### src/rtl/gdt_pkg.sv
package gdt_pkg;
    typedef enum logic [2:0] {
        ST_OFF  = 3'd0,
        ST_LOW  = 3'd1,
        ST_RGAP = 3'd2,
        ST_HIGH = 3'd3,
        ST_FGAP = 3'd4
    } gdt_state_e;
endpackage

### src/rtl/gdt_regs.sv
module gdt_regs #(
    parameter int NCH = 4,
    parameter int DW  = 8,
    parameter int AW  = 4
) (
    input  logic                    clk,
    input  logic                    rst_n,
    input  logic                    wr_en,
    input  logic [AW-1:0]           wr_addr,
    input  logic [DW-1:0]           wr_data,
    output logic                    prog_mode,
    output logic [NCH-1:0][DW-1:0]  rise_dly,
    output logic [NCH-1:0][DW-1:0]  fall_dly
);
    typedef struct packed {
        logic                   mode;
        logic [NCH-1:0][DW-1:0] rise;
        logic [NCH-1:0][DW-1:0] fall;
    } regs_t;

    regs_t regs_d, regs_q;

    always_comb begin
        regs_d = regs_q;
        if (wr_en) begin
            if (wr_addr == '0) regs_d.mode = wr_data[0];
            for (int c = 0; c < NCH; c++) begin
                if (wr_addr == AW'(2 * c + 1)) regs_d.rise[c] = wr_data;
                if (wr_addr == AW'(2 * c + 2)) regs_d.fall[c] = wr_data;
            end
        end
    end

    always_ff @(posedge clk) begin
        if (!rst_n) regs_q <= '0;
        else        regs_q <= regs_d;
    end

    assign prog_mode = regs_q.mode;
    assign rise_dly  = regs_q.rise;
    assign fall_dly  = regs_q.fall;

    assert_ctrl_write_R9: assert property (@(posedge clk) disable iff (!rst_n)
        (wr_en && wr_addr == '0) |=> (prog_mode == $past(wr_data[0])));
endmodule

### src/rtl/gdt_channel.sv
module gdt_channel
    import gdt_pkg::*;
#(
    parameter int DW        = 8,
    parameter int FIXED_GAP = 2
) (
    input  logic          clk,
    input  logic          rst_n,
    input  logic          en,
    input  logic          pwm,
    input  logic          prog_mode,
    input  logic [DW-1:0] rise_dly,
    input  logic [DW-1:0] fall_dly,
    output logic          hs,
    output logic          ls
);
    localparam logic [DW-1:0] FIX = DW'(FIXED_GAP);

    typedef struct packed {
        gdt_state_e    st;
        logic [DW-1:0] cnt;
        logic [DW-1:0] fall_lat;
        logic          mode_lat;
        logic          pwm;
    } chan_t;

    chan_t ch_d, ch_q;
    logic [DW-1:0] eff_rise;
    logic [DW-1:0] eff_fall;
    logic hs_i, ls_i;

    assign eff_rise = prog_mode ? rise_dly : FIX;
    assign eff_fall = prog_mode ? fall_dly : FIX;

    always_comb begin
        ch_d     = ch_q;
        ch_d.pwm = pwm;
        unique case (ch_q.st)
            ST_OFF, ST_LOW: begin
                if (ch_q.pwm) begin
                    ch_d.fall_lat = eff_fall;
                    ch_d.mode_lat = prog_mode;
                    if (eff_rise == '0) begin
                        ch_d.st = ST_HIGH;
                    end else begin
                        ch_d.st  = ST_RGAP;
                        ch_d.cnt = eff_rise - 1'b1;
                    end
                end else begin
                    ch_d.st = ST_LOW;
                end
            end
            ST_RGAP: begin
                if (!ch_q.pwm)            ch_d.st  = ST_LOW;
                else if (ch_q.cnt == '0)  ch_d.st  = ST_HIGH;
                else                      ch_d.cnt = ch_q.cnt - 1'b1;
            end
            ST_HIGH: begin
                if (!ch_q.pwm) begin
                    if (ch_q.fall_lat == '0) begin
                        ch_d.st = ST_LOW;
                    end else begin
                        ch_d.st  = ST_FGAP;
                        ch_d.cnt = ch_q.fall_lat - 1'b1;
                    end
                end
            end
            ST_FGAP: begin
                if (ch_q.cnt == '0) ch_d.st  = ST_LOW;
                else                ch_d.cnt = ch_q.cnt - 1'b1;
            end
            default: ch_d.st = ST_OFF;
        endcase
        if (!en) ch_d.st = ST_OFF;
    end

    always_ff @(posedge clk) begin
        if (!rst_n) begin
            ch_q    <= '0;
            ch_q.st <= ST_OFF;
        end else begin
            ch_q <= ch_d;
        end
    end

    assign hs_i = (ch_q.st == ST_HIGH);
    assign ls_i = (ch_q.st == ST_LOW);
    assign hs   = en & hs_i;
    assign ls   = en & ls_i;

    // in fixed mode the low side has been off for two cycles before high side rises
    assert_fixed_rise_gap_R5: assert property (@(posedge clk) disable iff (!rst_n)
        ($rose(hs_i) && !ch_q.mode_lat) |-> ($past(!ls_i, 1) && $past(!ls_i, 2)));

    assert_runt_no_high_R7: assert property (@(posedge clk) disable iff (!rst_n)
        (ch_q.st == ST_RGAP && !ch_q.pwm && en) |=> (ls_i && !hs_i));

    assert_disable_off_R8: assert property (@(posedge clk) disable iff (!rst_n)
        !en |=> (!hs_i && !ls_i));

    assert_fall_latch_stable_R10: assert property (@(posedge clk) disable iff (!rst_n)
        (hs_i && $past(hs_i)) |-> $stable(ch_q.fall_lat));
endmodule

### src/rtl/gate_deadtime_quad.sv
module gate_deadtime_quad #(
    parameter int NCH       = 4,
    parameter int DW        = 8,
    parameter int FIXED_GAP = 2,
    parameter int ADDR_W    = $clog2(2 * NCH + 1)
) (
    input  logic              clk,
    input  logic              rst_n,
    input  logic [NCH-1:0]    pwm_in,
    input  logic [NCH-1:0]    ch_en,
    input  logic              wr_en,
    input  logic [ADDR_W-1:0] wr_addr,
    input  logic [DW-1:0]     wr_data,
    output logic [NCH-1:0]    hs_out,
    output logic [NCH-1:0]    ls_out
);
    logic                   prog_mode;
    logic [NCH-1:0][DW-1:0] rise_dly;
    logic [NCH-1:0][DW-1:0] fall_dly;

    gdt_regs #(.NCH(NCH), .DW(DW), .AW(ADDR_W)) u_regs (
        .clk       (clk),
        .rst_n     (rst_n),
        .wr_en     (wr_en),
        .wr_addr   (wr_addr),
        .wr_data   (wr_data),
        .prog_mode (prog_mode),
        .rise_dly  (rise_dly),
        .fall_dly  (fall_dly)
    );

    for (genvar i = 0; i < NCH; i++) begin : g_ch
        gdt_channel #(.DW(DW), .FIXED_GAP(FIXED_GAP)) u_ch (
            .clk       (clk),
            .rst_n     (rst_n),
            .en        (ch_en[i]),
            .pwm       (pwm_in[i]),
            .prog_mode (prog_mode),
            .rise_dly  (rise_dly[i]),
            .fall_dly  (fall_dly[i]),
            .hs        (hs_out[i]),
            .ls        (ls_out[i])
        );
    end
endmodule

### config.mk
export PLATFORM = sky130hd
export DESIGN_NAME = gate_deadtime_quad
export DESIGN_NICKNAME = d
export VERILOG_FILES = /design/src/rtl/gdt_pkg.sv /design/src/rtl/gdt_regs.sv /design/src/rtl/gdt_channel.sv /design/src/rtl/gate_deadtime_quad.sv
export SDC_FILE = /design/constraint.sdc
export NUM_CORES = 1
export LEC_CHECK = 0
export ABC_AREA = 1
export BUFFER_PORTS_ARGS = -buffer_cell sky130_fd_sc_hd__buf_4
export CORE_MARGIN = 3
export CORE_UTILIZATION = 58
export CTS_BUF_LIST = sky130_fd_sc_hd__clkbuf_8
export CTS_CLUSTER_SIZE = 25
export DETAILED_ROUTE_END_ITERATION = 12
export PLACE_DENSITY_LB_ADDON = 0.05
export SYNTH_ARGS = -nofsm -noshare
export SYNTH_HDL_FRONTEND = slang
export SYNTH_SLANG_ARGS = --single-unit
### constraint.sdc
create_clock -name clk -period 2.1 [get_ports clk]
set_clock_uncertainty 0.1 [all_clocks]
set_input_delay 0.63 -clock clk [delete_from_list [all_inputs] [get_ports clk]]
set_output_delay 0.63 -clock clk [all_outputs]
set_load 0.05 [all_outputs]
* After elaboration in Yosys (flattened, before gate mapping)
Cells that the tools add are included.
** Word-level totals
- Register bits after elaboration :: 149
- Input bits :: 23
- Output and inout port bits :: 8
** Operators by class
- Eq/ne operators :: 52
- Add/sub/neg operators :: 12
- Multiplexer cells :: 64
- Bitwise logic cells :: 8
- Reduce and logical (&&, ||, !) cells :: 50
** Operator list (number)
- $mux 8 :: 24
- $pmux 8 s4 :: 4
- $logic_not 8->1 :: 12
- $sub 8x1->8 const B :: 12
- $mux 17 :: 4
- $mux 3 :: 20
- $pmux 3 s4 :: 4
- $mux 11 :: 4
- $reduce_and 2->1 :: 17
- $eq 3x2->1 const B :: 8
- $ne 2x1->1 const B :: 12
- $ne 2x2->1 const B :: 12
- $reduce_and 6->1 :: 4
- $eq 4x3->1 const B :: 4
- $reduce_bool 4->1 :: 4
- $eq 3x1->1 const B :: 4
- $eq 3x3->1 const B :: 4
- $logic_not 3->1 :: 4
- $ne 3x3->1 const B :: 4
- $reduce_and 3->1 :: 4
- $and 1x1->1 :: 8
- $eq 4x2->1 const B :: 2
- $reduce_or 2->1 :: 4
- $eq 4x1->1 const B :: 1
- 3 further kinds :: 6

* Logic depth before layout (Yosys ltp)
- Word-level depth :: 5
- Mapped depth :: 16
- Gate-level depth less buffers :: 14

* By module
From an unflattened synthesis, not the netlist that was laid out.
** Unflattened totals
- Cells, all modules :: 1355
- Area total of the unflattened synthesis :: 8574.5 um2
** Modules (own cells, without submodules)
- gdt_channel (g_ch[0].u_ch ...) :: seq. area each 400.4 um2, cells each 243, area each 1497.7 um2, instances 2
- gdt_channel (g_ch[2].u_ch ...) :: seq. area each 400.4 um2, cells each 243, area each 1458.9 um2, instances 2
- gdt_regs :: seq. area each 1301.2 um2, cells each 383, area each 2661.3 um2, instances 1

* Worst setup path before layout
OpenSTA, ideal clock, no wires.
- Path type :: reg2reg
- From :: register u_regs.regs_q[64] (netlist: u_regs.prog_mode)
- To :: register g_ch[0].u_ch.ch_q[16] (netlist bit)
- Data arrival time :: 1.786 ns
- Path slack :: 0.097 ns
- Data required time :: 1.883 ns
- Setup time :: 0.117 ns
- Period minus slack after synthesis :: 2.003 ns
- Cell stages (with the launch flop) :: 17
- Path buffers :: 2
- Cell sequence :: dfxtp_1 buf_4 inv_2 nor2_1 ha_1 nand2_1 nor2_1 nand2_1 nor2_2 nand2_1 nand2_1 nand2_1 nand2_2 buf_4 nand2_1 nand2_1 a21oi_1
** Between the ends
- Cells in the longest elaborated chain, start to end :: 5
- Elaborated cells between the ends (all ways) :: 8
** RTL lines
- start, declared :: RTL line gdt_regs.sv:21 : regs_t regs_d, regs_q;
- start signal, assigned :: RTL line gdt_regs.sv:36 : else regs_q <= regs_d;
- $mux 8 (*) :: RTL line gdt_channel.sv:32 : assign eff_rise = prog_mode ? rise_dly : FIX;
- $sub 8x1->8 :: RTL line gdt_channel.sv:47 : ch_d.cnt = eff_rise - 1'b1;
- $mux 8 :: RTL line gdt_channel.sv:43 : if (eff_rise == '0) begin
- $mux 17 :: RTL line gdt_channel.sv:40 : if (ch_q.pwm) begin
- $pmux 8 s4 :: RTL line gdt_channel.sv:38 : unique case (ch_q.st)
- end signal, assigned :: RTL line gdt_channel.sv:82 : ch_q <= ch_d;
- end, declared :: RTL line gdt_channel.sv:27 : chan_t ch_d, ch_q;
Mark *: on every way between the ends. The rest lies on a longest branch, timed or not. The select of a mux whose other input is x is not followed.
A chain may end at the register's enable or synchronous reset.

* Worst setup path after layout
- From :: register g_ch[0].u_ch.ch_q[20] (netlist bit)
- To :: output port ls_out[0]
** Between the ends
- Cells in the longest elaborated chain, start to end :: 2
** RTL lines
- $eq 3x1->1 :: RTL line gdt_channel.sv:87 : assign ls_i = (ch_q.st == ST_LOW);
- $and 1x1->1 :: RTL line gdt_channel.sv:89 : assign ls = en & ls_i;
- end, declared :: RTL line gate_deadtime_quad.sv:15 : output logic [NCH-1:0] ls_out
No other way between the ends.

==> results by group <==
STA
  • Setup Viol. Count Final: 5
  • RSZ-0062 raised after global routing: yes
  • Period utilization: 105%
  • Hold WS: approximately 0.25 ns
  • Worst-Margin Slew: ~0.45 ns
  • Fmax: 0.451 GHz
  • Worst slew margin: 70.0%
  • Final Hold Vio Count: 0
  • Final worst slack: -0.115 ns
  • Final min period: 2.22 ns
  • Final Max Tran Viols: 0

Logic synthesis
  • #FFs+latches synth: 145
  • Adder-cell share of the synthesized area: between 1 and 1.5%
  • Ys Warns: 0
  • Post-synthesis simple-gate area fraction: approximately a third
  • Syn Inst Count: 1270
  • Synth Area in Compound Gates: between 10% and 20%
  • Largest family of logic cells by synthesized area: simple AND/OR/NAND/NOR gates
  • Mapped Area: just over 0.008 mm2
  • Mux contribution to synthesized area: 0%
  • Distinct cells, synth: 34
  • Syn Nets: 1301
  • Mapped Avg Cell Area: roughly 6.4 um2
  • Register area share after synthesis: a little over a third
  • Synth Area in XOR/XNOR: around 2.7%

GRT
  • Overflow after GRT: 0
  • Total GRT Usage: approximately 27%
  • Vias in the first global route: approximately 7400
  • Grt met2 use: 44.0%
  • Met3 usage: under 10%
  • GRT busiest layer: met2
  • Antenna violations before repair: 0
  • Largest net degree at the start of global routing: 47
  • Met1 Track Usage GR: between 30% and 40%
  • Global-route wire length before repair: between 30000 and 40000 um

Setup path
  • CP cell instances: nor2_2 > inv_1 > nor3_1 > buf_4
  • Critical path endpoint category: primary output
  • WP data required: approximately 1.4 ns
  • Crit start category: flop
  • Worst EP arrival: ~1.5 ns
  • Critical path fanouts, max: 6
  • Critical Path Max Stage Delay: slightly below 0.4 ns
  • WS Path Type: reg2out
  • Worst path slowest cell: dfxtp_2

Route
  • Via count: roughly 8300
  • Total routed wirelength: around 21000 um
  • Detail Route Antenna Nets: 0
  • Via density per instance: approximately 5.5
  • DR WL/cell: ~14 um
  • DRT Pass-1 Iters: 7
  • DRC: 0
  • DRT iter0 DRCs: between 600 and 700

CTS
  • Later-pin clock latency in the skew report: 0.46 ns
  • Clock Pin Slew Worst Setup and Hold Paths: 0.09 ns
  • Number of H-tree levels: 4
  • Clock Path Buffers: 2
  • Num CTS Buffers: 17
  • Root buf cell: clkbuf_8
  • Num Clock Sinks: between 100 and 150
  • CTS tree: done

Floorplan
  • Die extent in y: about 120 um
  • Rows: 42
  • Initial Util: 60.1%
  • # IOs: 31
  • Die ar.: 0.0154 mm2
  • Core area: 0.0135 mm2
  • Die X: around 120 um

Power and ir drop
  • Pwr/cell area: between 600 and 700 mW/mm2
  • Total power: 0.00651 W
  • Leakage: between 4 and 5 nW
  • Worst vdd ir: 0.513 mV

Cells and area
  • Antenna fix cells: 0
  • Layout cell share with drive strength beyond 1: between 15 and 20%
  • Nets: 1359
  • P&R area growth vs syn: 16.2%
  • # fillers: 1215

Place
  • PortBufs: 30
  • Final Wtd Congestion: roughly 0.94
  • DP Worst Slack: about 0.026 ns
  • HPWL after DPL: roughly 15000 um

Run
  • MaxCap Viol Count: 0

Min path
  • Hold/Removal Path Class: in2reg

Run status
  • Failing checks: negative setup slack
  • Outcome: finished, violations left
==> cells by family (layout without fill, tap and decap cells) <==
logic type / count (synthesis) / after routing
and+or+nand+nor: 654 / 655
DFF: 145 / 145
AOI/OAI and AO/OA: 237 / 237
adders and majority gates: 8 / 8
xor gates and xnor gates: 25 / 25
buffers and inverters: 201 / 271
==> cell type report <==
class                   count  area [um2]  area share, %
clock inverters            15         216           2.30
flip-flops and latches    145        2930           31.2
inverters                 156         593           6.31
repair buffers             83         678           7.21
clock buffers              17         234           2.49
well taps                 176         220           2.34
multi-input cells         925        4530           48.2
==> repair_timing <==
item / CTS / global route
endpoints found under the setup margin: 8 / 31
hold buffers: 0 / 0
pin swaps: 6 / 12
cloned: 0 / 1
resized for setup: 30 / 50
buffers inserted: 13 / 8
==> through the flow <==
step | cell area (um2) | cells | util [%] | TNS (ns)
finish | 9400 | 1517 | 69.9 | -0.335
detailed placement | 8550 | 1463 | 63.6 | 0
CTS | 9180 | 1508 | 68.2 | -0.123
global route | 9400 | 1517 | 69.9 | -0.693
floorplan | 8090 | 1270 | - | 0
global placement | 8550 | 1463 | 63.6 | 0
==> power by group <==
part,switching [W],leakage (nW),internal [W],total [W]
registers,0.0000707,1.19,0.00288,0.00295
clock network,0.00110,0.225,0.00141,0.00251
logic,0.000693,3.12,0.000366,0.00106
total,0.00187,4.53,0.00465,0.00651
==> sequential cells by signal, summed over array words and instances (netlist names) <==
register / count
g_ch.u_ch.ch_q: 80
u_regs.fall_dly: 32
u_regs.prog_mode: 1
u_regs.rise_dly: 32
==> layout by cell type, fill, tap and decap left out, drive strengths merged, types with 3 or more instances in the layout <==
cell	count
nor2	273
nand2	264
inv	158
dfxtp	145
o21ai	125
buf	83
nand3	81
a21oi	69
a211oi	33
xor2	18
nor3	18
clkbuf	17
nand4	16
o22ai	9
ha	8
xnor2	7
bufinv	5
clkinv	5
clkinvlp	3
==> routing by layer <==
| metal | part of all wire [%] | vias to the layer above | wire, um |
|---|---|---|---|
| met1 | 46 | 3724 | 9670 |
| met2 | 45 | 291 | 9600 |
| met5 | 0 | - | 0 |
| met3 | 5.1 | 77 | 1080 |
| met4 | 3.8 | 0 | 808 |
| li1 | - | 4204 | - |
==> synthesized netlist by cell type (all sizes together) <==
cell	n	area share, %
a211oi	33	3.1
a21oi	69	4.3
buf	29	2.3
clkbuf	16	0.74
clkinv	2	0.093
dfxtp	145	36
ha	8	1.2
inv	154	7.1
nand2	263	13
nand3	81	5.4
nand3b	1	0.093
nand4	16	1.2
nor2	273	13
nor3	18	1.2
nor4	1	0.15
o21ai	125	7.8
o21bai	1	0.093
o22ai	9	0.70
or2	1	0.077
xnor2	7	0.76
xor2	18	1.9
==> worst max-delay path, delay by kind of cell, from the launching register on <==
family / cells / cell delay (ns)
buf+inv: 2 / 0.33
simple gates: 2 / 0.31
flops: 1 / 0.39
==> final timing paths <==
check | start | end | slack (ns) | cells past startpoint
setup / recovery | g_ch[0].u_ch.ch_q[20]$_SDFFE_PN0P_ | ls_out[0] | -0.12 | 4
hold / removal | pwm_in[0] | g_ch[0].u_ch.ch_q[0]$_SDFF_PN0_ | 0.25 | 3
setup reg to reg | g_ch[0].u_ch.ch_q[20]$_SDFFE_PN0P_ | g_ch[0].u_ch.ch_q[20]$_SDFFE_PN0P_ | -0.10 | 13
hold reg to reg | u_regs.rise_dly[2]$_SDFFE_PN0P_ | u_regs.rise_dly[2]$_SDFFE_PN0P_ | 0.37 | 2
Power figures use the tool's default switching activity.
